**config.mk**
```make
export PLATFORM = sky130hd
export DESIGN_NAME = lp_wake_detect
export DESIGN_NICKNAME = d
export VERILOG_FILES = /design/src/rtl/lpw_pkg.sv /design/src/rtl/lpw_sync.sv /design/src/rtl/lpw_bus_seq.sv /design/src/rtl/lpw_pin_debounce.sv /design/src/rtl/lp_wake_detect.sv
export SDC_FILE = /design/constraint.sdc
export NUM_CORES = 1
export LEC_CHECK = 0
export ABC_AREA = 1
export BUFFER_PORTS_ARGS = -buffer_cell sky130_fd_sc_hd__buf_4
export CORE_ASPECT_RATIO = 0.6
export CORE_UTILIZATION = 48
export CTS_CLUSTER_DIAMETER = 80
export DETAILED_ROUTE_END_ITERATION = 10
export GPL_TIMING_DRIVEN = 0
export PLACE_DENSITY_LB_ADDON = 0.08
export SLEW_MARGIN = 20
export SYNTH_ARGS = -nofsm -noshare
export SYNTH_HDL_FRONTEND = slang
export SYNTH_HIERARCHICAL = 1
export SYNTH_SLANG_ARGS = --single-unit
```
**constraint.sdc**
```tcl
create_clock -name clk -period 3.14 [get_ports clk]
set_input_delay 0.628 -clock clk [delete_from_list [all_inputs] [get_ports clk]]
set_output_delay 0.628 -clock clk [all_outputs]
set_load 0.005 [all_outputs]
```
**src/rtl/lpw_pkg.sv**
```systemverilog
// Shared types and helpers for the low-power wake detector.
// Assumes: nothing beyond IEEE 1800-2017.
package lpw_pkg;

    // States of the bus wake pattern sequencer
    typedef enum logic [2:0] {
        SEQ_IDLE = 3'd0,
        SEQ_DOM1 = 3'd1,
        SEQ_REC1 = 3'd2,
        SEQ_DOM2 = 3'd3,
        SEQ_REC2 = 3'd4
    } seq_state_t;

    // Larger of two integers, used for counter sizing
    function automatic int max2(input int a, input int b);
        return (a > b) ? a : b;
    endfunction

endpackage

```
**src/rtl/lpw_sync.sv**
```systemverilog
// Multi-stage flop synchronizer for asynchronous level inputs.
// Assumes: inputs are slow levels, not pulses; STAGES >= 1.
module lpw_sync #(
    parameter int           WIDTH   = 2,
    parameter int           STAGES  = 2,
    parameter logic [WIDTH-1:0] RST_VAL = '0
) (
    input  logic             clk,
    input  logic             rst_n,
    input  logic [WIDTH-1:0] d,
    output logic [WIDTH-1:0] q
);

    logic [WIDTH-1:0] pipe [STAGES];

    for (genvar g = 0; g < STAGES; g++) begin : g_stage
        if (g == 0) begin : g_first
            // First stage captures the raw input
            always_ff @(posedge clk) begin
                if (!rst_n) pipe[g] <= RST_VAL;
                else        pipe[g] <= d;
            end
        end else begin : g_next
            // Later stages shift the previous stage
            always_ff @(posedge clk) begin
                if (!rst_n) pipe[g] <= RST_VAL;
                else        pipe[g] <= pipe[g-1];
            end
        end
    end

    assign q = pipe[STAGES-1];

endmodule

```
**src/rtl/lpw_bus_seq.sv**
```systemverilog
// Bus wake pattern sequencer: dominant, recessive, dominant, recessive,
// each phase held for a minimum number of samples, then one-cycle hit.
// Assumes: dom is synchronous; DOM_MIN >= 1, REC_MIN >= 2.
module lpw_bus_seq
    import lpw_pkg::*;
#(
    parameter int DOM_MIN = 40,
    parameter int REC_MIN = 40
) (
    input  logic clk,
    input  logic rst_n,
    input  logic en,
    input  logic dom,
    output logic hit
);

    localparam int CNT_MAX = max2(DOM_MIN, REC_MIN);
    localparam int CW      = $clog2(CNT_MAX + 1);
    localparam logic [CW-1:0] DOM_W = CW'(DOM_MIN);
    localparam logic [CW-1:0] REC_W = CW'(REC_MIN);
    localparam logic [CW-1:0] MAX_W = CW'(CNT_MAX);
    localparam logic [CW-1:0] ONE_W = CW'(1);

    seq_state_t      state, state_nx;
    logic [CW-1:0]   cnt, cnt_nx, cnt_inc;
    logic            hit_nx;

    // Saturating phase length increment
    always_comb cnt_inc = (cnt == MAX_W) ? cnt : cnt + ONE_W;

    // Next-state decode for the phase pattern
    always_comb begin
        state_nx = state;
        cnt_nx   = cnt;
        hit_nx   = 1'b0;
        unique case (state)
            SEQ_IDLE: begin
                if (dom) begin
                    state_nx = SEQ_DOM1;
                    cnt_nx   = ONE_W;
                end
            end
            SEQ_DOM1, SEQ_DOM2: begin
                if (dom) begin
                    cnt_nx = cnt_inc;
                end else if (cnt >= DOM_W) begin
                    state_nx = (state == SEQ_DOM1) ? SEQ_REC1 : SEQ_REC2;
                    cnt_nx   = ONE_W;
                end else begin
                    state_nx = SEQ_IDLE;
                    cnt_nx   = '0;
                end
            end
            SEQ_REC1: begin
                if (!dom) begin
                    cnt_nx = cnt_inc;
                end else begin
                    state_nx = (cnt >= REC_W) ? SEQ_DOM2 : SEQ_DOM1;
                    cnt_nx   = ONE_W;
                end
            end
            SEQ_REC2: begin
                if (!dom) begin
                    if (cnt_inc >= REC_W) begin
                        state_nx = SEQ_IDLE;
                        cnt_nx   = '0;
                        hit_nx   = 1'b1;
                    end else begin
                        cnt_nx = cnt_inc;
                    end
                end else begin
                    state_nx = SEQ_DOM1;
                    cnt_nx   = ONE_W;
                end
            end
            default: begin
                state_nx = SEQ_IDLE;
                cnt_nx   = '0;
            end
        endcase
    end

    // State, counter and pulse registers; disabled means idle
    always_ff @(posedge clk) begin
        if (!rst_n || !en) begin
            state <= SEQ_IDLE;
            cnt   <= '0;
            hit   <= 1'b0;
        end else begin
            state <= state_nx;
            cnt   <= cnt_nx;
            hit   <= hit_nx;
        end
    end

endmodule

```
**src/rtl/lpw_pin_debounce.sv**
```systemverilog
// Pin level debouncer: a level becomes settled after DEB_CYC equal
// consecutive samples; a settled change yields a one-cycle hit.
// Assumes: pin is synchronous; DEB_CYC >= 2. First settle after reset
// only primes the baseline.
module lpw_pin_debounce #(
    parameter int   DEB_CYC = 500,
    parameter logic RST_LVL = 1'b0
) (
    input  logic clk,
    input  logic rst_n,
    input  logic en,
    input  logic pin,
    output logic hit,
    output logic level
);

    localparam int CW = $clog2(DEB_CYC + 1);
    localparam logic [CW-1:0] DEB_W = CW'(DEB_CYC);
    localparam logic [CW-1:0] ONE_W = CW'(1);

    logic          prev, primed, settle;
    logic [CW-1:0] run, run_nx;

    // Length of the current run of equal samples, and settle decision
    always_comb begin
        if (pin == prev) run_nx = (run == DEB_W) ? run : run + ONE_W;
        else             run_nx = ONE_W;
        settle = (run_nx >= DEB_W) && (!primed || (pin != level));
    end

    // Run tracking, settled level and pulse
    always_ff @(posedge clk) begin
        if (!rst_n) begin
            prev   <= RST_LVL;
            run    <= '0;
            level  <= RST_LVL;
            primed <= 1'b0;
            hit    <= 1'b0;
        end else begin
            prev <= pin;
            run  <= run_nx;
            hit  <= settle && primed && en;
            if (settle) begin
                level  <= pin;
                primed <= 1'b1;
            end
        end
    end

endmodule

```
**src/rtl/lp_wake_detect.sv**
```systemverilog
// Top of the low-power wake detector: synchronizes the bus and pin
// inputs, runs the bus pattern sequencer and the pin debouncer, and
// qualifies both with mode, undervoltage block and power-up flag.
// Assumes: lp_mode, uv_block, pwrup_flag are synchronous to clk.
module lp_wake_detect #(
    parameter int   DOM_MIN_CYC  = 40,
    parameter int   REC_MIN_CYC  = 40,
    parameter int   DEB_CYC      = 500,
    parameter int   SYNC_STAGES  = 2,
    parameter logic WAKE_RST_LVL = 1'b0
) (
    input  logic clk,
    input  logic rst_n,
    input  logic bus_dom,
    input  logic wake_pin,
    input  logic lp_mode,
    input  logic uv_block,
    input  logic pwrup_flag,
    output logic remote_wake,
    output logic local_wake,
    output logic wake_pull_up
);

    logic [1:0] raw_in, sync_in;
    logic       det_en, local_en;

    assign raw_in   = {wake_pin, bus_dom};
    assign det_en   = lp_mode & ~uv_block;
    assign local_en = det_en & ~pwrup_flag;

    lpw_sync #(
        .WIDTH   (2),
        .STAGES  (SYNC_STAGES),
        .RST_VAL ({WAKE_RST_LVL, 1'b0})
    ) i_sync (
        .clk   (clk),
        .rst_n (rst_n),
        .d     (raw_in),
        .q     (sync_in)
    );

    lpw_bus_seq #(
        .DOM_MIN (DOM_MIN_CYC),
        .REC_MIN (REC_MIN_CYC)
    ) i_bus_seq (
        .clk   (clk),
        .rst_n (rst_n),
        .en    (det_en),
        .dom   (sync_in[0]),
        .hit   (remote_wake)
    );

    lpw_pin_debounce #(
        .DEB_CYC (DEB_CYC),
        .RST_LVL (WAKE_RST_LVL)
    ) i_pin_deb (
        .clk   (clk),
        .rst_n (rst_n),
        .en    (local_en),
        .pin   (sync_in[1]),
        .hit   (local_wake),
        .level (wake_pull_up)
    );

endmodule

```
# ---- Word level (Yosys, flattened, before mapping)
# Memories as Yosys holds them, arrays and structs flattened.
# Index checks and enable logic that the tools add are counted.
dict set report totals {
  ram_bits 4
  in_bits 7
  mem_count 1
  regBits 23
}
# memory depth word_bits read_ports rd_clocked_by_memory_dff wr line_no
set memory_table {}
lappend memory_table {i_sync.pipe 2 2 2 0 2 lpw_sync.sv:14} ;# logic [WIDTH-1:0] pipe [STAGES];
dict set report op_classes {
  n_lt_le_gt_ge 3
  eq_ne 12
  muxes 24
  bitwise_logic 7
  add_sub_neg 2
  reduce_logical 12
}
# cell n
set ops {}
lappend ops {{6-bit 2-to-1 mux} 6}
lappend ops {{6-bit one-hot mux with 4 select lines} 1}
lappend ops {{3-bit 2-to-1 mux} 7}
lappend ops {{9-bit 2-to-1 mux} 2}
lappend ops {{6-bit >= comparator, second input constant} 2}
lappend ops {{3-bit one-hot mux with 4 select lines} 1}
lappend ops {{9-bit by 1-bit adder with 9-bit output, second input constant} 1}
lappend ops {{9-bit == test, second input constant} 1}
lappend ops {{9-bit >= comparator, second input constant} 1}
lappend ops {{6-bit by 1-bit adder with 6-bit output, second input constant} 1}
lappend ops {{3-bit by 2-bit == test with 1-bit output, second input constant} 2}
lappend ops {{6-bit == test, second input constant} 1}
lappend ops {{2-bit 2-to-1 mux} 3}
lappend ops {{2-bit != test, second input constant} 3}
lappend ops {{1-bit 2-to-1 mux} 4}
lappend ops {{4-bit AND reduction} 1}
lappend ops {{3-bit by 1-bit == test with 1-bit output, second input constant} 1}
lappend ops {{3-bit == test, second input constant} 1}
lappend ops {{1-bit logical AND} 3}
lappend ops {{1-bit zero test} 3}
lappend ops {{3-bit zero test} 1}
lappend ops {{3-bit by 2-bit != test with 1-bit output, second input constant} 1}
lappend ops {{1-bit inverter} 3}
lappend ops {{3-bit OR reduction} 1}
lappend ops {{6 further kinds} 9}

# ---- Depth between registers and ports, before layout
# Gate-level depths: netlist (run 1).
dict set report logic_depth {
  word_depth 7
  ltp_mapped 13
  ltp_nobuf 13
}

# ---- Hierarchy
# Netlist (run 1), hierarchy kept.
# module cells_each seq_area_each_um2 area_per_inst_um2 instances
set by_module_without_submodules {}
lappend by_module_without_submodules {lpw_bus_seq 111 200.2 738.2 1}
lappend by_module_without_submodules {lpw_pin_debounce 103 260.2 690.7 1}
lappend by_module_without_submodules {lpw_sync 12 80.1 110.1 1}
lappend by_module_without_submodules {lp_wake_detect 4 0.0 20.0 1}

# ---- Worst setup path before layout (run 1)
# Ideal clock, no wire load.
dict set report synth_path {
  path_type {register to register}
  from {register i_bus_seq.cnt[0]}
  to {register i_bus_seq.cnt[0]}
  path_buffers 0
  required_time_ps 3015
  setup_slack_ps 1711
  t_arrival_ps 1304
  path_stages_with_launch 14
  path_cell_list {dfxtp_1 > ha_1 > nand2_1 > clkinv_1 > nand2_2 > nand2_1 > nand2_2 > nand3_4 > nand2_1 > nand2_1 > nand2_1 > nand3_1 > nand2_1 > a21oi_2}
}
dict set report synth_between {
  elab_chain_len 6
  word_cells_on_any_way 11
}
# item line_no
set synth_lines {}
lappend synth_lines {{start, declared} lpw_bus_seq.sv:25} ;# logic [CW-1:0] cnt, cnt_nx, cnt_inc;
lappend synth_lines {{start signal, assigned} lpw_bus_seq.sv:91} ;# cnt <= cnt_nx;
lappend synth_lines {{6-bit by 1-bit adder with 6-bit output / 6-bit == test (equally long branches)} lpw_bus_seq.sv:29} ;# always_comb cnt_inc = (cnt == MAX_W) ? cnt : cnt + ONE_W;
lappend synth_lines {{6-bit 2-to-1 mux} lpw_bus_seq.sv:29}
lappend synth_lines {{6-bit >= comparator} lpw_bus_seq.sv:64} ;# if (cnt_inc >= REC_W) begin
lappend synth_lines {{6-bit 2-to-1 mux} lpw_bus_seq.sv:64}
lappend synth_lines {{6-bit 2-to-1 mux} lpw_bus_seq.sv:63} ;# if (!dom) begin
lappend synth_lines {{6-bit one-hot mux with 4 select lines (*)} lpw_bus_seq.sv:36} ;# unique case (state)
# Mark *: on every way between the ends. The rest lies on a longest branch, timed or not.
# A chain may end at the register's enable or synchronous reset.

# ---- Final worst setup path (run 1)
dict set report layout_path {
  from {register i_pin_deb.run[1]}
  to {register i_pin_deb.level}
}
dict set report layout_between {
  elab_chain_len 5
  word_cells_on_any_way 6
}
# item line_no
set layout_lines {}
lappend layout_lines {{start, declared} lpw_pin_debounce.sv:22} ;# logic [CW-1:0] run, run_nx;
lappend layout_lines {{start signal, assigned} lpw_pin_debounce.sv:41} ;# run <= run_nx;
lappend layout_lines {{9-bit by 1-bit adder with 9-bit output / 9-bit == test (equally long branches)} lpw_pin_debounce.sv:26} ;# if (pin == prev) run_nx = (run == DEB_W) ? run : run + ONE_W;
lappend layout_lines {{9-bit 2-to-1 mux (*) (2 in a row)} lpw_pin_debounce.sv:26}
lappend layout_lines {{9-bit >= comparator (*)} lpw_pin_debounce.sv:28} ;# settle = (run_nx >= DEB_W) && (!primed || (pin != level));
lappend layout_lines {{1-bit logical AND (*)} lpw_pin_debounce.sv:28}
lappend layout_lines {{end signal, assigned} lpw_pin_debounce.sv:44} ;# level <= pin;
lappend layout_lines {{end, declared} lpw_pin_debounce.sv:14} ;# output logic level
# Marked as above.

==> metrics.csv, run 1 <==
metric,value,unit
p_leak,0.777,nW
fin_area,0.00173,mm²
die_area,0.00349,mm²
dr.pass1.iters,4,
status,"finished, final reports clean",
use_met1,0.364,
worstSetupEndpointType,register,
cts_hold_buf,0,
max-clock-path-buffers,2,
htreeDepth,1,
routed_wl,3310,µm
drive_gt1_frac,0.173,
hp-class,register to register,
fin_tns_setup,0,ns
synth_fp_nets,241,
grt_pass1_wl,5360,µm
yosysTopAreaCellShare,0.347,
criticalPathCategory,register to register,
cts_resized,0,
nets,255,
min_from,i_sync/pipe[0][0],
grt_util_met2,0.248,
min_period,1.67,ns
placed_area,0.00168,mm²
reg2regPathDepth,10,
synthArstFlopShare,0,
use_met3,0.0591,
viasPerCell,4.99,
cp_num_buf_inv,0,
synthCells,230,
hpwlAfterDp,2510,µm
yosys_warnings,6,
rsz0062_at_grt,false,
cts_tree,yes,
timing.fmax,598,MHz
slew_headroom,0.723,
clock-root-buffer,clkbuf_8,
grt_max_degree,17,
drtIter0Drc,110,
fp-row-count,15,
period_share,0.533,
finalSetupViolCount,0,
drv_slew,0,
place.gp.congestion,0.846,
reg2reg_to,i_pin_deb/level,
power_density,349,mW/mm²
grt_overflow,0,
io_pins,10,
r2r-start,i_pin_deb/run[1],
slowest_stage,dfxtp_1,
synth_edf_count,0,
grt_pass1_vias,1100,
holdPathStages,2,
vias,1422,
dieWidth,75.6,µm
vdd_drop_max,0.000298,V
crit_top_cell,nand2_1,
area.growth.synth_to_final,10.8,%
grtUsageTotal,0.215,
syn-cell-area,0.00156,mm²
antenna_found_initial,0,
worstHoldEndpoint,i_sync/pipe[1][0],
cp-start-kind,register,
numPortBuffers,9,
critical_path.top_delay_family,simple AND/OR/NAND/NOR gates,
drc_errors,0,
reg2reg_slack,1.47,ns
busiest_layer,met1,
skew,0.00408,ns
synth_ff_type,dfxtp_1,
synth.most_common_cell,nand2_1,
clk_latency,0.28,ns
initial_core_util,0.522,
cts_made_buffers,3,
cp.required,3.32,ns
arrival,1.85,ns
worstPathCellList,ha_1 > nand2_1 > nor2_2 > nand2_1 > nand2_1 > nand2_1 > nor2_2 > nand2_2 > nor3_1 > nor2_1,
drv_cap,0,
tightest_slew,0.414,ns
postCtsSetupBuffers,0,
core,0.00298,mm²
max_stage_delay,0.43,ns
cts.clk_slew.worst_paths,0.09,ns
hold_violations,0,
ys_seq_area_frac,0.347,
synth_top_cell_by_area,dfxtp_1,
ys_ff_latch,27,
synthTopCellsByArea,"dfxtp_1 35%, nand2_1 15%, inv_1 8.4%",
antenna_left,0,
wl_per_cell,11.6,µm
diodes,0,
cp_max_fo,5,
cts_num_sinks,27,
synth_common_cells,"63 x nand2_1, 35 x inv_1, 27 x dfxtp_1, 18 x nand3_1, 18 x nor2_1",
synth.distinct_cells,29,
avgSynthCellArea,6.78,µm²
dieHeight,46.1,µm
[worst max-delay path by stage]
stage / from / endpoint / depth (start not counted)
6_report: i_pin_deb/run[1] / i_pin_deb/level / 10
5_1_grt: i_bus_seq/cnt[0] / i_bus_seq/cnt[0] / 12
4_1_cts: i_bus_seq/cnt[0] / i_bus_seq/cnt[0] / 13
3_5_place_dp: i_bus_seq/cnt[0] / i_bus_seq/cnt[0] / 13
3_3_place_gp: i_bus_seq/cnt[0] / i_bus_seq/cnt[0] / 13
2_1_floorplan: i_bus_seq/cnt[0] / i_bus_seq/cnt[0] / 13
[metal layers]
layer | vias up | part of all wire
li1 | 758 | -
met1 | 624 | 0.58
met2 | 38 | 0.34
met3 | 2 | 0.077
met4 | 0 | 0.0036
met5 | - | 0
[layout make-up]
type,instances,area (µm²)
buffer,2,15.0
clock buffer,3,41.3
clock inverter,1,7.51
fill,277,1260
inverter,38,143
multi-input combinational,163,861
sequential,27,541
tap,42,52.6
timing repair buffer,9,67.6
[worst reg2reg max path, delay by kind of cell, from the launching register on]
kind / cells / cell delay, ns
adders and majority gates: 1 / 0.27
DFF: 1 / 0.43
and+or+nand+nor: 9 / 0.87
[report_power, final]
group | leakage [nW] | switching (mW) | internal (mW) | total [mW]
logic | 0.536 | 0.0280 | 0.0173 | 0.0453
clock network | 0.0217 | 0.113 | 0.0902 | 0.203
registers | 0.219 | 0.00574 | 0.348 | 0.354
total | 0.777 | 0.146 | 0.456 | 0.602
[cells in the final DEF, fill, tap and decap left out]
cell type and instances:
a211oi_1 1, a21boi_0 2, a21oi_1 10, a21oi_2 1, buf_4 11, clkbuf_8 3, clkinv_1 1, clkinvlp_4 1
dfxtp_1 27, ha_1 4, inv_1 35, inv_2 2, nand2_1 63, nand2_2 6, nand2_4 1, nand3_1 18
nand3_2 3, nand3_4 2, nand4_1 6, nor2_1 18, nor2_2 9, nor3_1 5, nor3_2 1, o2111ai_1 1
o211ai_1 1, o21ai_0 4, o21ai_1 3, o21ai_2 1, o31ai_1 1, xnor2_1 1, xnor2_2 1
[state kept, by name (all words and copies together), names as in the netlist]
name,cells
i_pin_deb/run,9
i_bus_seq/cnt,6
i_sync/pipe,4
i_bus_seq/state,3
i_bus_seq/hit,1
i_pin_deb/hit,1
i_pin_deb/level,1
i_pin_deb/prev,1
i_pin_deb/primed,1
[through the flow]
stage / power (mW) / worst slack, ns / hold WS, ns / cells / util
after floorplan: 0.390 / 1.71 / 0.386 / 230 / -
after global placement: 0.406 / 1.49 / 0.393 / 281 / 0.563
after detailed placement: 0.406 / 1.51 / 0.401 / 281 / 0.563
after CTS: 0.611 / 1.49 / 0.419 / 285 / 0.579
after global routing: 0.631 / 1.32 / 0.444 / 285 / 0.579
final: 0.602 / 1.47 / 0.417 / 285 / 0.579
[cell families (layout without fill, tap and decap cells)]
logic type               count (synthesis)  count (layout)  synth area share
flip-flops                              27              27             0.347
AND/OR/NAND/NOR                        132             132             0.409
AO/OA/AOI/OAI                           25              25            0.0955
adder cells (fa/ha/maj)                  4               4            0.0321
XOR/XNOR                                 2               2            0.0161
buffers and inverters                   40              53             0.101
Power figures use the tool's default switching activity.
==> inputs of run 2 (changes only) <==
- ABC_AREA: 1 -> 0
- clock period: 3.14 -> 1.6 ns (I/O delays scaled with it)
==> run 2 against run 1 <==
  * The run now ends with setup timing left
  * Clock power up 90%
  * Cell count down 16%
  * Fmax down 11%
  * Count of clock-buffer cells in the layout unchanged
  * Design area up 5.2%
  * Global-route usage up 0.77 points
  * Sequential share of layout area up 0.31 points
  * Die area down 7.1%
  * Highest routed layer unchanged
  * Setup slack worse by 1.7 ns
  * Register-to-register slack worse by 1.7 ns
==> metrics.csv, run 2 <==
metric,value,unit
route.met3.wl,237,µm
min_period,1.87,ns
reg2reg_to,i_bus_seq/cnt[0],
ys_ff_latch,27,
num-fill-cells,233,
drv_slew,0,
fin_area,0.00182,mm²
cts_hold_buf,0,
drive_gt1_frac,0.332,
worstSetupEndpointType,register,
holdPathStages,2,
synth_common_cells,"27 x dfxtp_1, 22 x nand2_1, 20 x nor2_1, 9 x inv_1, 8 x nand3_1",
antenna_found_initial,0,
largestRegisters,"i_pin_deb/run (9), i_bus_seq/cnt (6), i_sync/pipe (4)",
hold_violations,0,
cp.required,1.76,ns
fin_tns_setup,-0.551,ns
largest_register_ff_count,9,
clk_latency,0.27,ns
dr.pass1.iters,4,
wl_met2,1480,µm
io_pins,10,
synth.most_common_cell,dfxtp_1,
grt_max_degree,16,
synthArstFlopShare,0,
viasPerCell,5.61,
drtIter0Drc,109,
cts_num_sinks,27,
numPortBuffers,9,
slew_headroom,0.631,
criticalPathCategory,register to register,
grt_pass1_vias,1192,
synthTopCellsByArea,"dfxtp_1 37%, nand2_1 5.7%, nor2_1 5.2%",
clock-root-buffer,clkbuf_8,
worstHoldEndpoint,i_sync/pipe[0][1],
routed_wl,3440,µm
synth_top_cell_by_area,dfxtp_1,
rsz0062_at_grt,true,
hp-class,primary input to register,
mostFrequentLayoutCells,"22 x buf_4, 21 x nand2_1, 20 x nor2_1",
power_density,638,mW/mm²
cts_made_buffers,3,
wl_met1,1700,µm
placed_area,0.00160,mm²
grtUsageTotal,0.223,
vdd_drop_max,0.000511,V
r2r-start,i_bus_seq/cnt[4],
period_share,1.17,
setup_ws,-0.274,ns
synthCells,175,
status,finished with violations,
skew,0.00234,ns
vias,1340,
drc_errors,0,
cts.clk_slew.worst_paths,0.09,ns
dieHeight,44.5,µm
core,0.00268,mm²
syn-cell-area,0.00145,mm²
initial_core_util,0.539,
yosys_warnings,6,
htreeDepth,1,
finalSetupViolCount,5,
registers.top_by_ff_count,i_pin_deb/run,
timing.fmax,534,MHz
synth_edf_count,0,
tightest_slew,0.549,ns
final_common_cell,buf_4,
violations,setup timing,
grt_overflow,0,
fp-row-count,14,
min_from,wake_pin,
highest_layer,met4,
cts_tree,yes,
diodes,0,
cp_max_fo,7,
ys_seq_area_frac,0.374,
cp-start-kind,register,
synth.distinct_cells,45,
synth_fp_nets,186,
grt_pass1_wl,5380,µm
hpwlAfterDp,2320,µm
arrival,2.04,ns
synth_ff_type,dfxtp_1,
reg2regPathDepth,6,
max-clock-path-buffers,2,
place.gp.congestion,0.819,
wl_per_cell,14.4,µm
dieWidth,72.8,µm
reg2reg_slack,-0.27,ns
antenna_left,0,
nets,211,
yosysTopAreaCellShare,0.374,
p_leak,0.635,nW
avgSynthCellArea,8.26,µm²
die_area,0.00324,mm²
area.growth.synth_to_final,25.8,%
drv_cap,0,
[run 2: cell count changes after synthesis, sizes merged, moves of 4 or more]
cell,previous run,this run
xnor2,2,6
nand2,70,22
a21oi,11,5
inv,37,9
a31oi,0,6
xor2,0,5
clkbuf,0,4
and2,0,6
nor2,27,20
nand3,23,8
[run 2: area by class of cell]
class / count / area, µm² / share of cell area
Tap cell: 40 / 50.0 / 0.0275
Buffer: 5 / 36.3 / 0.0200
Multi-Input combinational cell: 132 / 912 / 0.502
Clock inverter: 1 / 5.00 / 0.00275
Clock buffer: 3 / 41.3 / 0.0227
Timing Repair Buffer: 22 / 165 / 0.0908
Sequential cell: 27 / 574 / 0.316
Inverter: 9 / 33.8 / 0.0186
[run 2: metal layers]
metal	vias up	track usage
li1	665	-
met1	623	0.313
met2	50	0.340
met3	2	0.0524
met4	0	0.0706
met5	-	0
[run 2: where the power goes]
group	leakage, nW	switching (mW)	internal, mW
Clock	0.0255	0.211	0.175
Combinational	0.382	0.0464	0.0386
Sequential	0.228	0.0126	0.677
Total	0.635	0.270	0.890
[run 2: cell families (layout without fill, tap and decap cells)]
logic type | count (synthesis) | after routing | share of synthesized area
AND/OR/NAND/NOR | 84 | 84 | 0.310
adder cells (fa/ha/maj) | 4 | 4 | 0.0346
flip-flops | 27 | 27 | 0.374
buffers and inverters | 16 | 40 | 0.0545
multiplexers | 2 | 2 | 0.0139
XOR/XNOR | 11 | 11 | 0.0667
AO/OA/AOI/OAI | 31 | 31 | 0.146
[run 2: through the flow]
step	total power, mW	setup WS, ns	hold WS, ns	cells	utilization
final	1.16	-0.274	0.248	239	0.678
after global routing	1.21	-0.307	0.235	239	0.678
after floorplan	0.757	-0.160	0.406	175	-
after CTS	1.17	-0.273	0.243	235	0.653
after global placement	0.783	-0.299	0.413	224	0.596
after detailed placement	0.787	-0.292	0.413	224	0.596
[run 2: critical path, stage by stage (launching register included)]
cell,delay [ns]
dfxtp_2,0.34
buf_6,0.12
inv_2,0.05
or3_4,0.38
a21o_1,0.18
or3_1,0.37
a221o_1,0.33
[run 2: worst max-delay path by stage]
| stage | endpoint | cells past startpoint | startpoint |
|---|---|---|---|
| finish | i_bus_seq/cnt[0] | 6 | i_bus_seq/cnt[4] |
| global route | i_bus_seq/cnt[0] | 6 | i_bus_seq/cnt[4] |
| CTS | i_bus_seq/cnt[0] | 5 | i_bus_seq/cnt[1] |
| detailed placement | i_bus_seq/cnt[0] | 6 | i_bus_seq/cnt[0] |
| global placement | i_bus_seq/cnt[0] | 6 | i_bus_seq/cnt[0] |
| floorplan | i_bus_seq/cnt[0] | 6 | i_bus_seq/cnt[4] |
[run 2: repair_timing]
item                                    CTS  global route
endpoints found under the setup margin    9            11
pin swaps                                 9             8
buffers inserted                          9             4
gates resized for setup                  17            17
==> inputs of run 3 (changes only) <==
==> constraint.sdc (replaced) <==
create_clock -name clk -period 1.6 [get_ports clk]
set_input_delay 0.08 -clock clk [delete_from_list [all_inputs] [get_ports clk]]
set_output_delay 0.08 -clock clk [all_outputs]
set_load 0.005 [all_outputs]
==> run 3 against run 2 <==
  * Clock skew about the same
  * Largest cell class unchanged
  * The run still ends with setup timing left
  * Worst hold slack got worse by 0.24 ns
  * Register-to-register slack is essentially flat
  * First-iteration DRC count shrank 3.7%
  * Die area unchanged
  * Fmax is 0.14% lower
  * Combinational power grew 2.5%
  * Critical path depth stayed put
  * Non-clock buffer count rose by 1
  * Global-route usage unchanged
  * Count of clock-buffer cells in the layout stayed put
==> metrics.csv, run 3 (synthesis results as in run 2) <==
metric,value,unit
drc_errors,0,
criticalPathCategory,register to register,
timing.fmax,533,MHz
clock-root-buffer,clkbuf_8,
wl_per_cell,14.4,µm
vdd_drop_max,0.000513,V
largestRegisters,"i_pin_deb/run (9), i_bus_seq/cnt (6), i_sync/pipe (4)",
grt_pass1_wl,5380,µm
cts_made_buffers,3,
viasPerCell,5.58,
cts_num_sinks,27,
hp-class,primary input to register,
area.growth.synth_to_final,26.5,%
drive_gt1_frac,0.330,
antenna_left,0,
cts_tree,yes,
reg2regPathDepth,6,
setup_ws,-0.277,ns
htreeDepth,1,
worstSetupEndpointType,register,
slew_headroom,0.642,
max-clock-path-buffers,2,
drv_slew,0,
period_share,1.17,
hpwlAfterDp,2320,µm
diodes,0,
core,0.00268,mm²
final_common_cell,buf_4,
grt_overflow,0,
grt_pass1_vias,1192,
grt_max_degree,16,
violations,setup timing,
drv_cap,0,
largest_register_ff_count,9,
cp_max_fo,7,
fin_util,0.682,
grtUsageTotal,0.223,
hold_violations,0,
mostFrequentLayoutCells,"22 x buf_4, 21 x nand2_1, 20 x nor2_1",
die_area,0.00324,mm²
initial_core_util,0.539,
routed_wl,3460,µm
min_period,1.88,ns
num-fill-cells,232,
dr.pass1.iters,4,
stdcell_count,240,
vias,1338,
place.gp.congestion,0.819,
cts.clk_slew.worst_paths,0.09,ns
numPortBuffers,9,
skew,0.00221,ns
multiInputGateArea,912,µm²
finalSetupViolCount,5,
nets,212,
io_pins,10,
power_density,637,mW/mm²
tightest_slew,0.532,ns
clk_latency,0.27,ns
holdPathStages,2,
seqCellArea,574,µm²
rsz0062_at_grt,true,
fp-row-count,14,
dieWidth,72.8,µm
drtIter0Drc,105,
status,finished with violations,
cp.required,1.76,ns
arrival,2.04,ns
cp-start-kind,register,
dieHeight,44.5,µm
p_leak,0.640,nW
holdWs,0.0134,ns
registers.top_by_ff_count,i_pin_deb/run,
dp.cells,224,
antenna_found_initial,0,
run 3: changes by cell type in the layout (fill, tap and decap cells not counted), sizes merged:
cell         before  now
dlygate4sd3       0    1
run 3: critical path, stage by stage (launching register included):
cell and delay (ns):
dfxtp_2 0.34, buf_6 0.12, inv_2 0.05, or3_4 0.38, a21o_1 0.18, or3_1 0.37
a221o_1 0.33
run 3: timing repair:
item / 4_1_cts / 5_1_grt
pin swaps: 9 / 8
endpoints found under the hold margin: 0 / 1
setup buffers: 9 / 4
gates resized for setup: 17 / 17
endpoints found under the setup margin: 9 / 11
hold buffers: 0 / 1
run 3: power by group:
group	switching, mW	internal [mW]	total, mW
clock network	0.213	0.175	0.387
registers	0.0124	0.677	0.689
logic	0.0469	0.0402	0.0871
run 3: layer usage:
metal,routed length [µm],vias up,part of all wire,GRT usage
met4,38,0,0.011,0.0706
met5,0,-,0,0
met1,1700,619,0.49,0.313
li1,-,662,-,-
met3,232,6,0.067,0.0524
met2,1500,51,0.43,0.340
run 3: area by class of cell:
type,instances,area share
Multi-Input combinational cell,132,0.499
Sequential cell,27,0.314
Clock inverter,1,0.00274
Buffer,5,0.0198
Clock buffer,3,0.0226
Tap cell,40,0.0274
Timing Repair Buffer,23,0.0958
Inverter,9,0.0185
run 3: final timing paths:
path / slack [ns] / start / end
setup / recovery: -0.28 / i_bus_seq/cnt[4] / i_bus_seq/cnt[0]
hold / removal: 0.01 / bus_dom / i_sync/pipe[0][0]
setup reg to reg: -0.28 / i_bus_seq/cnt[4] / i_bus_seq/cnt[0]
hold reg to reg: 0.43 / i_sync/pipe[0][0] / i_sync/pipe[1][0]
run 3: through the flow:
step,worst slack [ns],power (mW),area [µm²],setup TNS (ns)
detailed placement,-0.292,0.787,1600,-1.20
global placement,-0.299,0.783,1600,-0.805
CTS,-0.273,1.17,1750,-0.603
global route,-0.307,1.21,1830,-0.987
finish,-0.277,1.16,1830,-0.534
floorplan,-0.160,0.757,1480,-0.160
